--- src/rtl/adc_outctl_pkg.sv ---
package adc_outctl_pkg;

  typedef enum logic [1:0] {
    MODE_RUN   = 2'd0,
    MODE_SLEEP = 2'd1,
    MODE_DOWN  = 2'd2
  } mode_e;

  // strobes from control to datapath
  typedef struct packed {
    logic load;   // capture a new word this edge
    logic drive;  // three-state drivers on
  } strobe_t;

  // recovery time in ns -> clock count, rounded up, at least one
  function automatic int unsigned wakeCycles(input int unsigned clkMhz,
                                             input int unsigned ns);
    int unsigned c;
    c = (clkMhz * ns + 999) / 1000;
    return (c == 0) ? 1 : c;
  endfunction

endpackage

--- src/rtl/adc_outctl_ctrl.sv ---
module adc_outctl_ctrl
  import adc_outctl_pkg::*;
#(
  parameter int unsigned SLEEP_CYC = 23,
  parameter int unsigned PD_CYC    = 120
) (
  input  logic    clk,
  input  logic    rstN,
  input  logic    oeN,
  input  logic    sleepReq,
  input  logic    pdReq,
  output strobe_t strobe,
  output logic    dataValid
);

  localparam int unsigned MAX_CYC = (PD_CYC > SLEEP_CYC) ? PD_CYC : SLEEP_CYC;
  localparam int unsigned CW      = $clog2(MAX_CYC + 1);
  localparam logic [CW-1:0] SLEEP_LD = CW'(SLEEP_CYC);
  localparam logic [CW-1:0] PD_LD    = CW'(PD_CYC);

  mode_e           mode;
  logic [CW-1:0]   wakeCnt;

  // shutdown has priority over sleep
  always_comb begin
    if (pdReq)         mode = MODE_DOWN;
    else if (sleepReq) mode = MODE_SLEEP;
    else               mode = MODE_RUN;
  end

  always_comb begin
    strobe.load  = (mode == MODE_RUN);
    strobe.drive = !oeN;
  end

  always_ff @(posedge clk or negedge rstN) begin
    if (!rstN) begin
      wakeCnt   <= '0;
      dataValid <= 1'b0;
    end else begin
      unique case (mode)
        MODE_DOWN: begin
          wakeCnt   <= PD_LD;
          dataValid <= 1'b0;
        end
        MODE_SLEEP: begin
          wakeCnt   <= SLEEP_LD;
          dataValid <= 1'b0;
        end
        default: begin
          if (wakeCnt != '0) begin
            wakeCnt   <= wakeCnt - 1'b1;
            dataValid <= 1'b0;
          end else begin
            dataValid <= 1'b1;
          end
        end
      endcase
    end
  end

endmodule

--- src/rtl/adc_outctl_dpath.sv ---
module adc_outctl_dpath
  import adc_outctl_pkg::*;
#(
  parameter int unsigned DATA_W = 10,
  parameter int unsigned NUM_CH = 2
) (
  input  logic              clk,
  input  logic              rstN,
  input  strobe_t           strobe,
  input  logic              fmtTwos,
  input  logic [DATA_W-1:0] sampIn [NUM_CH],
  output logic [DATA_W-1:0] busOut [NUM_CH],
  output logic [NUM_CH-1:0] drvEn
);

  localparam int unsigned MSB = DATA_W - 1;

  for (genvar ch = 0; ch < NUM_CH; ch++) begin : g_ch
    logic [DATA_W-1:0] coded;

    // the two codings differ only in the top bit
    always_comb begin
      coded      = sampIn[ch];
      coded[MSB] = sampIn[ch][MSB] ^ fmtTwos;
    end

    always_ff @(posedge clk or negedge rstN) begin
      if (!rstN)            busOut[ch] <= '0;
      else if (strobe.load) busOut[ch] <= coded;
    end

    assign drvEn[ch] = strobe.drive;
  end

endmodule

--- src/rtl/dual_adc_outctl.sv ---
module dual_adc_outctl
  import adc_outctl_pkg::*;
#(
  parameter int unsigned DATA_W        = 10,
  parameter int unsigned CLK_MHZ       = 80,
  parameter int unsigned SLEEP_WAKE_NS = 280,
  parameter int unsigned PD_WAKE_NS    = 1500
) (
  input  logic              clk,
  input  logic              rstN,
  input  logic              fmtTwos,
  input  logic              oeN,
  input  logic              sleepReq,
  input  logic              pdReq,
  input  logic [DATA_W-1:0] sampA,
  input  logic [DATA_W-1:0] sampB,
  output logic [DATA_W-1:0] busA,
  output logic [DATA_W-1:0] busB,
  output logic              drvEnA,
  output logic              drvEnB,
  output logic              dataValid
);

  localparam int unsigned SLEEP_CYC = wakeCycles(CLK_MHZ, SLEEP_WAKE_NS);
  localparam int unsigned PD_CYC    = wakeCycles(CLK_MHZ, PD_WAKE_NS);

  strobe_t           strobe;
  logic [DATA_W-1:0] sampArr [2];
  logic [DATA_W-1:0] busArr  [2];
  logic [1:0]        drvEn;

  assign sampArr[0] = sampA;
  assign sampArr[1] = sampB;
  assign busA       = busArr[0];
  assign busB       = busArr[1];
  assign drvEnA     = drvEn[0];
  assign drvEnB     = drvEn[1];

  adc_outctl_ctrl #(
    .SLEEP_CYC(SLEEP_CYC),
    .PD_CYC   (PD_CYC)
  ) u_ctrl (
    .clk      (clk),
    .rstN     (rstN),
    .oeN      (oeN),
    .sleepReq (sleepReq),
    .pdReq    (pdReq),
    .strobe   (strobe),
    .dataValid(dataValid)
  );

  adc_outctl_dpath #(
    .DATA_W(DATA_W),
    .NUM_CH(2)
  ) u_dpath (
    .clk    (clk),
    .rstN   (rstN),
    .strobe (strobe),
    .fmtTwos(fmtTwos),
    .sampIn (sampArr),
    .busOut (busArr),
    .drvEn  (drvEn)
  );

endmodule

--- config.mk ---
export PLATFORM = sky130hd
export DESIGN_NAME = dual_adc_outctl
export DESIGN_NICKNAME = d
export VERILOG_FILES = /design/src/rtl/adc_outctl_pkg.sv /design/src/rtl/adc_outctl_ctrl.sv /design/src/rtl/adc_outctl_dpath.sv /design/src/rtl/dual_adc_outctl.sv
export SDC_FILE = /design/constraint.sdc
export NUM_CORES = 1
export LEC_CHECK = 0
export ABC_AREA = 1
export CORE_MARGIN = 2
export CORE_UTILIZATION = 45
export CTS_CLUSTER_DIAMETER = 80
export DETAILED_ROUTE_END_ITERATION = 16
export DONT_BUFFER_PORTS = 1
export GPL_TIMING_DRIVEN = 0
export HOLD_SLACK_MARGIN = 0.08
export PLACE_DENSITY = 0.6
export SKIP_LAST_GASP = 1
export SLEW_MARGIN = 15
export SYNTH_ARGS = -nofsm -noshare
export SYNTH_HDL_FRONTEND = slang
export SYNTH_HIERARCHICAL = 1
export SYNTH_SLANG_ARGS = --single-unit
--- constraint.sdc ---
create_clock -name clk -period 1.2 [get_ports clk]
set_input_delay 0.12 -clock clk [delete_from_list [all_inputs] [get_ports clk]]
set_output_delay 0.12 -clock clk [all_outputs]
set_load 0.02 [all_outputs]
==> flow_summary.json, run 1 <==
{
  "rows": 19,
  "relSlewSlack_pct": 78.83,
  "die_area_sq_um": 3248,
  "grt_pass1_wl_mm": 5.071,
  "worst_pin_slew_ps": 317.1,
  "antenna_cells": 0,
  "violations": "hold timing, setup timing",
  "setup_ws_ps": -11.03,
  "pwr_density_cell_nw_per_um2": 1237,
  "gp_congestion": 0.8124,
  "status": "complete, but fails checks",
  "synth_seq_cells": 28,
  "antenna_left": 0,
  "multi_input_area_sq_um": 550.5,
  "worstReg2RegStart": "u_ctrl/wakeCnt[0]$_DFFE_PN0P_",
  "pwr-share-clk_pct": 27.6,
  "globalRouteOverflowTotal": 0,
  "drive_gt1_share_pct": 22.05,
  "drt_wl_total_mm": 3.037,
  "cts_buffers": 3,
  "period_needed_ps": 1211,
  "num_vias": 1137,
  "skew_ps": 0.4276,
  "initial_core_util_pct": 46.63,
  "rr_endpoint": "u_ctrl/wakeCnt[1]$_DFFE_PN0P_",
  "syn_area_sq_um": 1264,
  "worstRegToRegCells": 7,
  "drv_cap": 0,
  "stdcell_count": 226,
  "grt_use_total_pct": 19.87,
  "cp-start-kind": "register",
  "syn_to_final_growth_pct": 42.77,
  "grt_pass1_vias": 1171,
  "finalCritPeriodShare_pct": 100.9,
  "dp_slack_ps": -115.7,
  "syn-num-nets": 180,
  "port-buffer-count": 0,
  "tritoncts": "built",
  "coreArea_sq_um": 2710,
  "nFillCells": 202,
  "grt_max_degree": 29,
  "hold_depth": 1,
  "drt_iter0_drc": 56,
  "viasPerCell": 5.031,
  "finalNetCount": 224,
  "cts_root_buffer": "clkbuf_4",
  "holdWs_ps": -103.1,
  "wire_per_inst_um": 13.44,
  "netlist-cell-type-count": 18,
  "rsz0062_at_grt": "true",
  "slew_violations": 0,
  "max_clock_freq_mhz": 825.7,
  "yosysWarnings": 6,
  "dp_hpwl_mm": 1.741,
  "hp-class": "primary input to register",
  "clockBufferDepth": 2,
  "insertion_delay_ps": 320,
  "rrSetupSlack_ps": -10,
  "p_switching_mw": 0.6583,
  "sw_frac_of_total_pct": 29.49,
  "pin_count": 49,
  "critical_path_required_ps": 1430,
  "intPower_mw": 1.574,
  "power_frac_seq_pct": 55.4,
  "yosysSeqAreaShare_pct": 55.45,
  "synth_area_per_cell_sq_um": 8.314,
  "path_class": "register to register",
  "drc_errors": 0,
  "tns_ps": -25.86,
  "dp_cells": 183,
  "cts_max_level": 1,
  "cp_max_fo": 6,
  "antenna_found_initial": 0,
  "ir_drop_uv": 1177,
  "finalSetupViolations": 3,
  "min_to": "u_ctrl/wakeCnt[6]$_DFFE_PN0P_",
  "p_leak_nw": 0.9231,
  "seq_area_sq_um": 704.4,
  "die_x_um": 56.99,
  "arrival_ps": 1450,
  "hold_viol": 4,
  "synthCells": 152,
  "end_kind": "register",
  "clkTransAtPathRegs_ps": 150,
  "die_h_um": 56.99,
  "drtPass1Iterations": 4,
  "cts.sinks": 28,
  "min_from": "pdReq",
  "power_frac_comb_pct": 17.0
}
metrics by stage:
stage	instance area, sq um	util [%]	total power [mW]
after floorplan	1264	-	1.397
after global placement	1303	48.06	1.438
after CTS	1695	62.56	2.191
after detailed placement	1303	48.06	1.452
final	1804	66.57	2.232
after global routing	1804	66.57	2.359
cell usage in the layout (no fill, tap or decap), drive strengths merged:
cell / instances
nand2: 74
ha: 2
clkbuf: 3
o21ai: 3
nand4: 3
nor2: 10
buf: 19
xor2: 1
dlygate4sd3: 25
bufinv: 1
dfrtp: 28
o21bai: 1
inv: 12
a21o: 1
dlymetal6s4s: 1
o21a: 1
nand3: 10
Yosys cell counts (all sizes together):
library cell | number | area (sq um)
a21o | 1 | 7.510
o21bai | 1 | 7.510
nand2 | 74 | 277.8
xor2 | 1 | 8.760
ha | 2 | 25.02
nand3 | 10 | 55.05
o21ai | 3 | 15.01
inv | 12 | 45.04
dfrtp | 28 | 700.7
nor2 | 10 | 55.05
nand4 | 3 | 18.77
buf | 6 | 40.04
o21a | 1 | 7.510
layout make-up:
type	count	share of cell area, %
Buffer	6	2.219
Clock inverter	1	1.664
Inverter	12	2.497
Tap cell	31	2.150
Multi-Input combinational cell	106	30.51
Clock buffer	3	1.248
Sequential cell	28	39.04
Timing Repair Buffer	39	20.67
worst max-delay path by stage:
stage	cells past startpoint	startpoint	slack, ps	endpoint
3_5_place_dp	7	u_ctrl/wakeCnt[0]$_DFFE_PN0P_	-120	u_ctrl/wakeCnt[0]$_DFFE_PN0P_
3_3_place_gp	7	u_ctrl/wakeCnt[0]$_DFFE_PN0P_	-80	u_ctrl/wakeCnt[0]$_DFFE_PN0P_
2_1_floorplan	7	u_ctrl/wakeCnt[0]$_DFFE_PN0P_	40	u_ctrl/wakeCnt[1]$_DFFE_PN0P_
5_1_grt	7	u_ctrl/wakeCnt[0]$_DFFE_PN0P_	-100	u_ctrl/wakeCnt[1]$_DFFE_PN0P_
6_report	7	u_ctrl/wakeCnt[0]$_DFFE_PN0P_	-10	u_ctrl/wakeCnt[1]$_DFFE_PN0P_
4_1_cts	7	u_ctrl/wakeCnt[0]$_DFFE_PN0P_	-40	u_ctrl/wakeCnt[1]$_DFFE_PN0P_
state kept, by name (all words and copies together), names as in the netlist:
name,cells
u_dpath/busOut,20
u_ctrl/wakeCnt,7
u_ctrl/dataValid,1
logic make-up (layout without fill, tap and decap cells):
kind of cell    after synthesis  count (layout)  share of synthesized area, %
simple gates                 97              97                         32.18
flops                        28              28                         55.45
buf+inv                      18              61                         6.733
compound gates                6               6                         2.971
fa+ha+maj                     2               2                         1.980
xor+xnor                      1               1                        0.6932
power by group through the flow:
stage	clock network, mW	registers (mW)	logic (mW)
after global routing	0.678	1.25	0.431
final	0.616	1.24	0.380
after CTS	0.629	1.23	0.331
after global placement	0	1.24	0.193
after detailed placement	0	1.25	0.207
after floorplan	0	1.23	0.170
critical path, stage by stage (launching register included):
cell,delay (ps)
dfrtp_1,420
inv_2,100
ha_4,150
nand3_4,70
nor2_4,200
nor2_4,60
o21ai_2,50
nand2_1,60
timing repair:
action,4_1_cts,5_1_grt
resized for setup,9,14
endpoints found under the setup margin,7,8
pin swaps,5,9
hold endpoints to repair,55,5
hold buffers,26,1
buffers inserted,5,7
metal layers:
metal,wire [um],global-route usage [%],vias to the layer above
li1,-,-,548
met1,1224,23.70,546
met2,1584,35.63,37
met3,169,2.494,6
met4,57,8.970,0
met5,0,0,-
(Power assumes the default switching activity.)
==> run 2, diff against run 1 <==
Settings changed: CORE_MARGIN 2 to 5, CORE_UTILIZATION 45 to 25, PLACE_DENSITY 0.6 to 0.38.
==> run 2 against run 1 <==
The run still ends with hold timing, setup timing left. Die area grew 100%. Critical endpoint unchanged. Utilization shrank 31 points. Clock skew is essentially flat. Cell area shrank 3.9%. Register-to-register slack is essentially flat. Global-route usage shrank 10 points. Sequential power is essentially flat. Combinational power shrank 17%. Clock-buffer cell count is the same. Worst setup slack lost 11 ps.
==> flow_summary.json, run 2 (synthesized netlist as in run 1, its figures left out) <==
{
  "path_buf_inv": 1,
  "min_to": "u_ctrl/wakeCnt[6]$_DFFE_PN0P_",
  "slew_violations": 0,
  "regMostFlops": "u_dpath/busOut",
  "skew_ps": 0.3469,
  "hold_viol": 3,
  "die_x_um": 81.10,
  "insertion_delay_ps": 270,
  "grt_pass1_vias": 1070,
  "max_stage_delay_ps": 410,
  "arrival_ps": 1390,
  "violations": "hold timing, setup timing",
  "largest_register_ffs": 20,
  "die_area_sq_um": 6576,
  "worstReg2RegStart": "u_ctrl/wakeCnt[1]$_DFFE_PN0P_",
  "ir_drop_uv": 412.1,
  "port-buffer-count": 0,
  "hold_depth": 1,
  "cts_max_level": 1,
  "max_clock_freq_mhz": 818.6,
  "hp-class": "primary input to register",
  "wire_per_inst_um": 11.73,
  "pwr_density_cell_nw_per_um2": 1318,
  "p_leak_nw": 0.8663,
  "globalRouteOverflowTotal": 0,
  "initial_core_util_pct": 26.23,
  "finalSetupViolations": 3,
  "drv_cap": 0,
  "num_vias": 1032,
  "dp_hpwl_mm": 2.124,
  "worst_pin_slew_ps": 385.2,
  "syn_to_final_growth_pct": 37.23,
  "top_regs": "u_dpath/busOut: 20 flops, u_ctrl/wakeCnt: 7 flops, u_ctrl/dataValid: 1 flops",
  "pin_count": 49,
  "cp_slowest_cell": "dfrtp_1",
  "relSlewSlack_pct": 74.29,
  "critical_path_required_ps": 1370,
  "viasPerCell": 4.112,
  "antenna_left": 0,
  "finalCritPeriodShare_pct": 101.8,
  "cts_buffers": 3,
  "tns_ps": -45.32,
  "layout.cells.most_common": "nand2_1",
  "dp_cells": 219,
  "stdcell_count": 251,
  "tritoncts": "built",
  "cp_max_fo": 5,
  "worstRegToRegCells": 7,
  "antenna_found_initial": 0,
  "rr_endpoint": "u_ctrl/wakeCnt[1]$_DFFE_PN0P_",
  "rsz0062_at_grt": "true",
  "cts_root_buffer": "clkbuf_8",
  "holdWs_ps": -29.99,
  "place_area_sq_um": 1348,
  "coreArea_sq_um": 4817,
  "ctsHoldBuffers": 25,
  "path_cells": "inv_2, ha_4, nand3_4, nor2_4, nor2_2, o21ai_0, nand2_1",
  "grt_max_degree": 29,
  "period_needed_ps": 1222,
  "grt_use_total_pct": 9.371,
  "drt_wl_total_mm": 2.943,
  "rrSetupSlack_ps": -20,
  "drc_errors": 0,
  "die_h_um": 81.10,
  "cp-start-kind": "register",
  "rows": 25,
  "finalNetCount": 213,
  "antenna_cells": 0,
  "grt_pass1_wl_mm": 4.781,
  "drt_iter0_drc": 24,
  "mostFrequentLayoutCells": "74 x nand2_1, 28 x dfrtp_1, 24 x dlygate4sd3_1",
  "clockBufferDepth": 2,
  "path_delay_family": "flip-flops",
  "drive_gt1_share_pct": 13.59,
  "drtPass1Iterations": 4,
  "path_class": "register to register",
  "fin_area_sq_um": 1734,
  "gp_congestion": 0.8672,
  "end_kind": "register",
  "setup_ws_ps": -21.60,
  "cp.depth": 7,
  "cts.sinks": 28,
  "status": "complete, but fails checks",
  "min_from": "pdReq",
  "clkTransAtPathRegs_ps": 90
}
[run 2: changes by cell type in the layout (fill, tap and decap cells not counted), sizes merged]
cell | before | now
dlymetal6s4s | 1 | 0
dlygate4sd3 | 25 | 24
buf | 19 | 10
[run 2: worst register-to-register path, cell delays in order (launching register included)]
cell,delay [ps]
dfrtp_1,410
inv_2,100
ha_4,160
nand3_4,80
nor2_4,160
nor2_2,60
o21ai_0,70
nand2_1,70
[run 2: worst max path at each step]
stage / from / end / slack (ps)
floorplan: u_ctrl/wakeCnt[0]$_DFFE_PN0P_ / u_ctrl/wakeCnt[1]$_DFFE_PN0P_ / 40
CTS: u_ctrl/wakeCnt[0]$_DFFE_PN0P_ / u_ctrl/wakeCnt[1]$_DFFE_PN0P_ / -40
finish: u_ctrl/wakeCnt[1]$_DFFE_PN0P_ / u_ctrl/wakeCnt[1]$_DFFE_PN0P_ / -20
global placement: u_ctrl/wakeCnt[0]$_DFFE_PN0P_ / u_ctrl/wakeCnt[0]$_DFFE_PN0P_ / -110
global route: u_ctrl/wakeCnt[1]$_DFFE_PN0P_ / u_ctrl/wakeCnt[0]$_DFFE_PN0P_ / -100
detailed placement: u_ctrl/wakeCnt[0]$_DFFE_PN0P_ / u_ctrl/wakeCnt[1]$_DFFE_PN0P_ / -110
[run 2: layout make-up]
| cell class | count | area, sq um |
|---|---|---|
| Timing Repair Buffer | 28 | 282.8 |
| Clock inverter | 1 | 30.03 |
| Clock buffer | 3 | 41.29 |
| Inverter | 12 | 45.04 |
| Multi-Input combinational cell | 106 | 510.5 |
| Buffer | 6 | 40.04 |
| Fill cell | 511 | 3083 |
| Sequential cell | 28 | 700.7 |
| Tap cell | 67 | 83.83 |
[run 2: metrics by stage]
stage	hold slack [ps]	setup slack, ps	power [mW]	util (%)
finish	-29.99	-21.60	2.285	36.00
global route	-35.29	-98.42	2.415	36.00
CTS	-34.16	-42.35	2.322	35.69
detailed placement	-174.5	-107.2	1.460	27.97
global placement	-174.7	-108.6	1.452	27.97
floorplan	-175.6	41.31	1.397	-
[run 2: power breakdown]
group | internal (mW) | switching [mW]
registers | 1.04 | 0.190
clock network | 0.446 | 0.287
logic | 0.154 | 0.163
[run 2: what timing repair did]
item | 4_1_cts | 5_1_grt
setup endpoints to repair | 6 | 7
gates resized for setup | 5 | 3
setup buffers | 2 | 1
endpoints found under the hold margin | 56 | 6
pin swaps | 3 | 1
[run 2: per-layer routing]
metal  vias to the layer above  routed length (um)  track usage, %
met5                         -                   0               0
met4                         0                  19           3.041
met3                         2                 178           2.439
met2                        22                1584           17.82
met1                       481                1160           9.945
li1                        527                   -               -
==> run 3, diff against run 2 <==
Settings changed: ABC_AREA 1 to 0.
==> run 3 against run 2 <==
The flow finishes with violations (setup timing). Synthesized cell count is 37% lower. Utilization is 1.4 points higher. Clock power is 21% lower. Via count is 16% lower. Sequential power hardly changed. Clock-buffer cell count is 1 higher. Maximum frequency is 24% lower. Area after synthesis is 2.6% lower. Combinational power is 21% higher. Register-to-register slack worse by 380 ps. First-iteration DRC count is 92% higher. Non-clock buffer count is 8 higher. Critical path type unchanged. Highest routed layer unchanged.
==> flow_summary.json, run 3 <==
{
  "synth_compound_area_share_pct": 7.012,
  "yosysMostFrequentCell": "dfrtp_1",
  "dp_cells": 163,
  "wire_per_inst_um": 14.25,
  "synth_top_family_by_area": "multiplexers",
  "crit_start": "u_ctrl/wakeCnt[1]$_DFFE_PN0P_",
  "pwr_density_cell_nw_per_um2": 1256,
  "stdcell_count": 202,
  "grt_pass1_wl_mm": 4.678,
  "rr_endpoint": "u_ctrl/wakeCnt[1]$_DFFE_PN0P_",
  "grt_use_total_pct": 9.426,
  "finalNetCount": 164,
  "syn-num-nets": 124,
  "status": "complete, but fails checks",
  "ys.flop_type": "dfrtp_1",
  "nFillCells": 482,
  "ir_drop_uv": 610.0,
  "cts_root_buffer": "clkbuf_8",
  "drv_cap": 0,
  "initial_core_util_pct": 25.89,
  "critical_path_required_ps": 1380,
  "top_regs": "u_dpath/busOut: 20 flops, u_ctrl/wakeCnt: 7 flops, u_ctrl/dataValid: 1 flops",
  "pin_count": 49,
  "drt_iter0_drc": 46,
  "dp_hpwl_mm": 1.826,
  "synth_xor_area_share_pct": 2.846,
  "yosysSeqAreaShare_pct": 56.91,
  "die_h_um": 80.18,
  "cp_slowest_cell": "dfrtp_1",
  "relSlewSlack_pct": 67.24,
  "synth_common_cells": "28 x dfrtp_1, 18 x mux2_2, 6 x nor3_1",
  "port-buffer-count": 0,
  "synth_edf_count": 0,
  "antenna_cells": 0,
  "antenna_left": 0,
  "regMostFlops": "u_dpath/busOut",
  "yosysWarnings": 6,
  "die_area_sq_um": 6428,
  "insertion_delay_ps": 270,
  "rrSetupSlack_ps": -400,
  "max_clock_freq_mhz": 623.6,
  "period_needed_ps": 1604,
  "synth_seq_cells": 28,
  "path_delay_family": "simple AND/OR/NAND/NOR gates",
  "antenna_found_initial": 0,
  "synth_area_per_cell_sq_um": 12.82,
  "drc_errors": 0,
  "largest_register_ffs": 20,
  "drt_wl_total_mm": 2.879,
  "violations": "setup timing",
  "slew_violations": 0,
  "grt_pass1_vias": 945,
  "cts_max_level": 1,
  "tritoncts": "built",
  "finalCritPeriodShare_pct": 133.6,
  "drtPass1Iterations": 5,
  "gp_congestion": 0.7034,
  "worst_pin_slew_ps": 491.4,
  "globalRouteOverflowTotal": 0,
  "mostFrequentLayoutCells": "27 x dfrtp_1, 22 x dlygate4sd3_1, 18 x mux2_2",
  "worstRegToRegCells": 5,
  "syn_area_sq_um": 1231,
  "cp-start-kind": "register",
  "coreArea_sq_um": 4755,
  "synth_fa_ha_area_share_pct": 2.033,
  "hp-class": "primary input to async pin",
  "end_kind": "register",
  "netlist-cell-type-count": 29,
  "rows": 25,
  "async_flop_share_pct": 100.0,
  "skew_ps": 1.366,
  "finalSetupViolations": 8,
  "hold_viol": 0,
  "layout.cells.most_common": "dfrtp_1",
  "cp.depth": 5,
  "syn_to_final_growth_pct": 44.31,
  "synthCells": 96,
  "path_class": "register to register",
  "path_cells": "inv_2, ha_4, or3b_4, or2_4, a311oi_2",
  "p_leak_nw": 0.7240,
  "viasPerCell": 4.267,
  "endpoint": "u_ctrl/wakeCnt[1]$_DFFE_PN0P_",
  "synth_top_area_share_pct": 56.91,
  "clkTransAtPathRegs_ps": 90,
  "drive_gt1_share_pct": 40.74,
  "cts.sinks": 28,
  "arrival_ps": 1780,
  "grt_max_degree": 29,
  "rsz0062_at_grt": "true",
  "num_vias": 862,
  "path_buf_inv": 1,
  "worstReg2RegStart": "u_ctrl/wakeCnt[1]$_DFFE_PN0P_",
  "synth.area.top_cells": "dfrtp_1 57%, mux2_2 16%, nor3_1 2.4%, ha_1 2.0%, buf_6 1.8%",
  "die_x_um": 80.18,
  "yosysTopAreaCell": "dfrtp_1",
  "yosys.area_share.simple_pct": 9.146,
  "synth.area.mux_share_pct": 16.46,
  "cp_max_fo": 4,
  "max_stage_delay_ps": 410,
  "clockBufferDepth": 2,
  "setup_ws_ps": -403.6,
  "cts_buffers": 3,
  "finalPower_mw": 2.231
}
## run 3: cell types whose count changed after synthesis, moves of 6 or more
| cell | delta |
|---|---|
| inv_1 | -6 |
| nor3_1 | +6 |
| nand3_1 | -8 |
| nand2_1 | -74 |
| mux2_2 | +18 |
## run 3: how the worst min path moves through the flow
stage	startpoint	endpoint	cells past startpoint
floorplan	rstN	u_ctrl/dataValid$_DFF_PN0_	0
global placement	rstN	u_dpath/busOut[6]$_DFFE_PN0P_	0
detailed placement	rstN	u_dpath/busOut[19]$_DFFE_PN0P_	0
CTS	rstN	u_dpath/busOut[19]$_DFFE_PN0P_	2
global route	rstN	u_dpath/busOut[19]$_DFFE_PN0P_	2
finish	rstN	u_dpath/busOut[19]$_DFFE_PN0P_	2
## run 3: routing by layer
layer / up-vias / part of all wire [%] / GRT usage, %
li1: 411 / - / -
met1: 415 / 41 / 10.61
met4: 0 / 1.5 / 2.027
met3: 4 / 8.1 / 3.700
met2: 32 / 49 / 16.72
met5: - / 0 / 0
## run 3: final cells by class
| class | count | area [sq um] | share of cell area [%] |
|---|---|---|---|
| buffer | 7 | 52.55 | 2.958 |
| multi-input combinational | 56 | 526.8 | 29.65 |
| inverter | 5 | 18.77 | 1.056 |
| clock buffer | 4 | 55.05 | 3.099 |
| sequential | 28 | 701.9 | 39.51 |
| tap | 67 | 83.83 | 4.718 |
| timing repair buffer | 35 | 337.8 | 19.01 |
## run 3: cell families after synthesis
logic type	after synthesis
muxes	18
adders and majority gates	2
xor gates and xnor gates	4
and+or+nand+nor	20
DFF	28
AOI/OAI and AO/OA	12
buffers and inverters	12
## run 3: what timing repair did
action / 4_1_cts / 5_1_grt
pin swaps: 4 / 4
setup buffers: 10 / 3
hold buffers: 23 / 0
resized for setup: 5 / 7
setup endpoints to repair: 8 / 8
endpoints found under the hold margin: 48 / 0
## run 3: metrics by stage
| step | setup slack (ps) | hold slack [ps] | utilization (%) | setup TNS [ps] | cell area [sq um] |
|---|---|---|---|---|---|
| 2_1_floorplan | -385.5 | -175.6 | - | -1997 | 1251 |
| 3_5_place_dp | -539.1 | -174.6 | 28.08 | -4582 | 1335 |
| 6_report | -403.6 | 274.6 | 37.37 | -2509 | 1777 |
| 3_3_place_gp | -501.1 | -174.8 | 28.08 | -4206 | 1335 |
| 4_1_cts | -409.2 | 259.5 | 36.47 | -2576 | 1734 |
| 5_1_grt | -445.7 | 274.7 | 37.37 | -2988 | 1777 |
## run 3: report_power, final
| group | internal (mW) | total (mW) | switching, mW |
|---|---|---|---|
| Clock | 0.293 | 0.577 | 0.283 |
| Sequential | 1.06 | 1.27 | 0.210 |
| Combinational | 0.231 | 0.384 | 0.153 |
| Total | 1.58 | 2.23 | 0.646 |
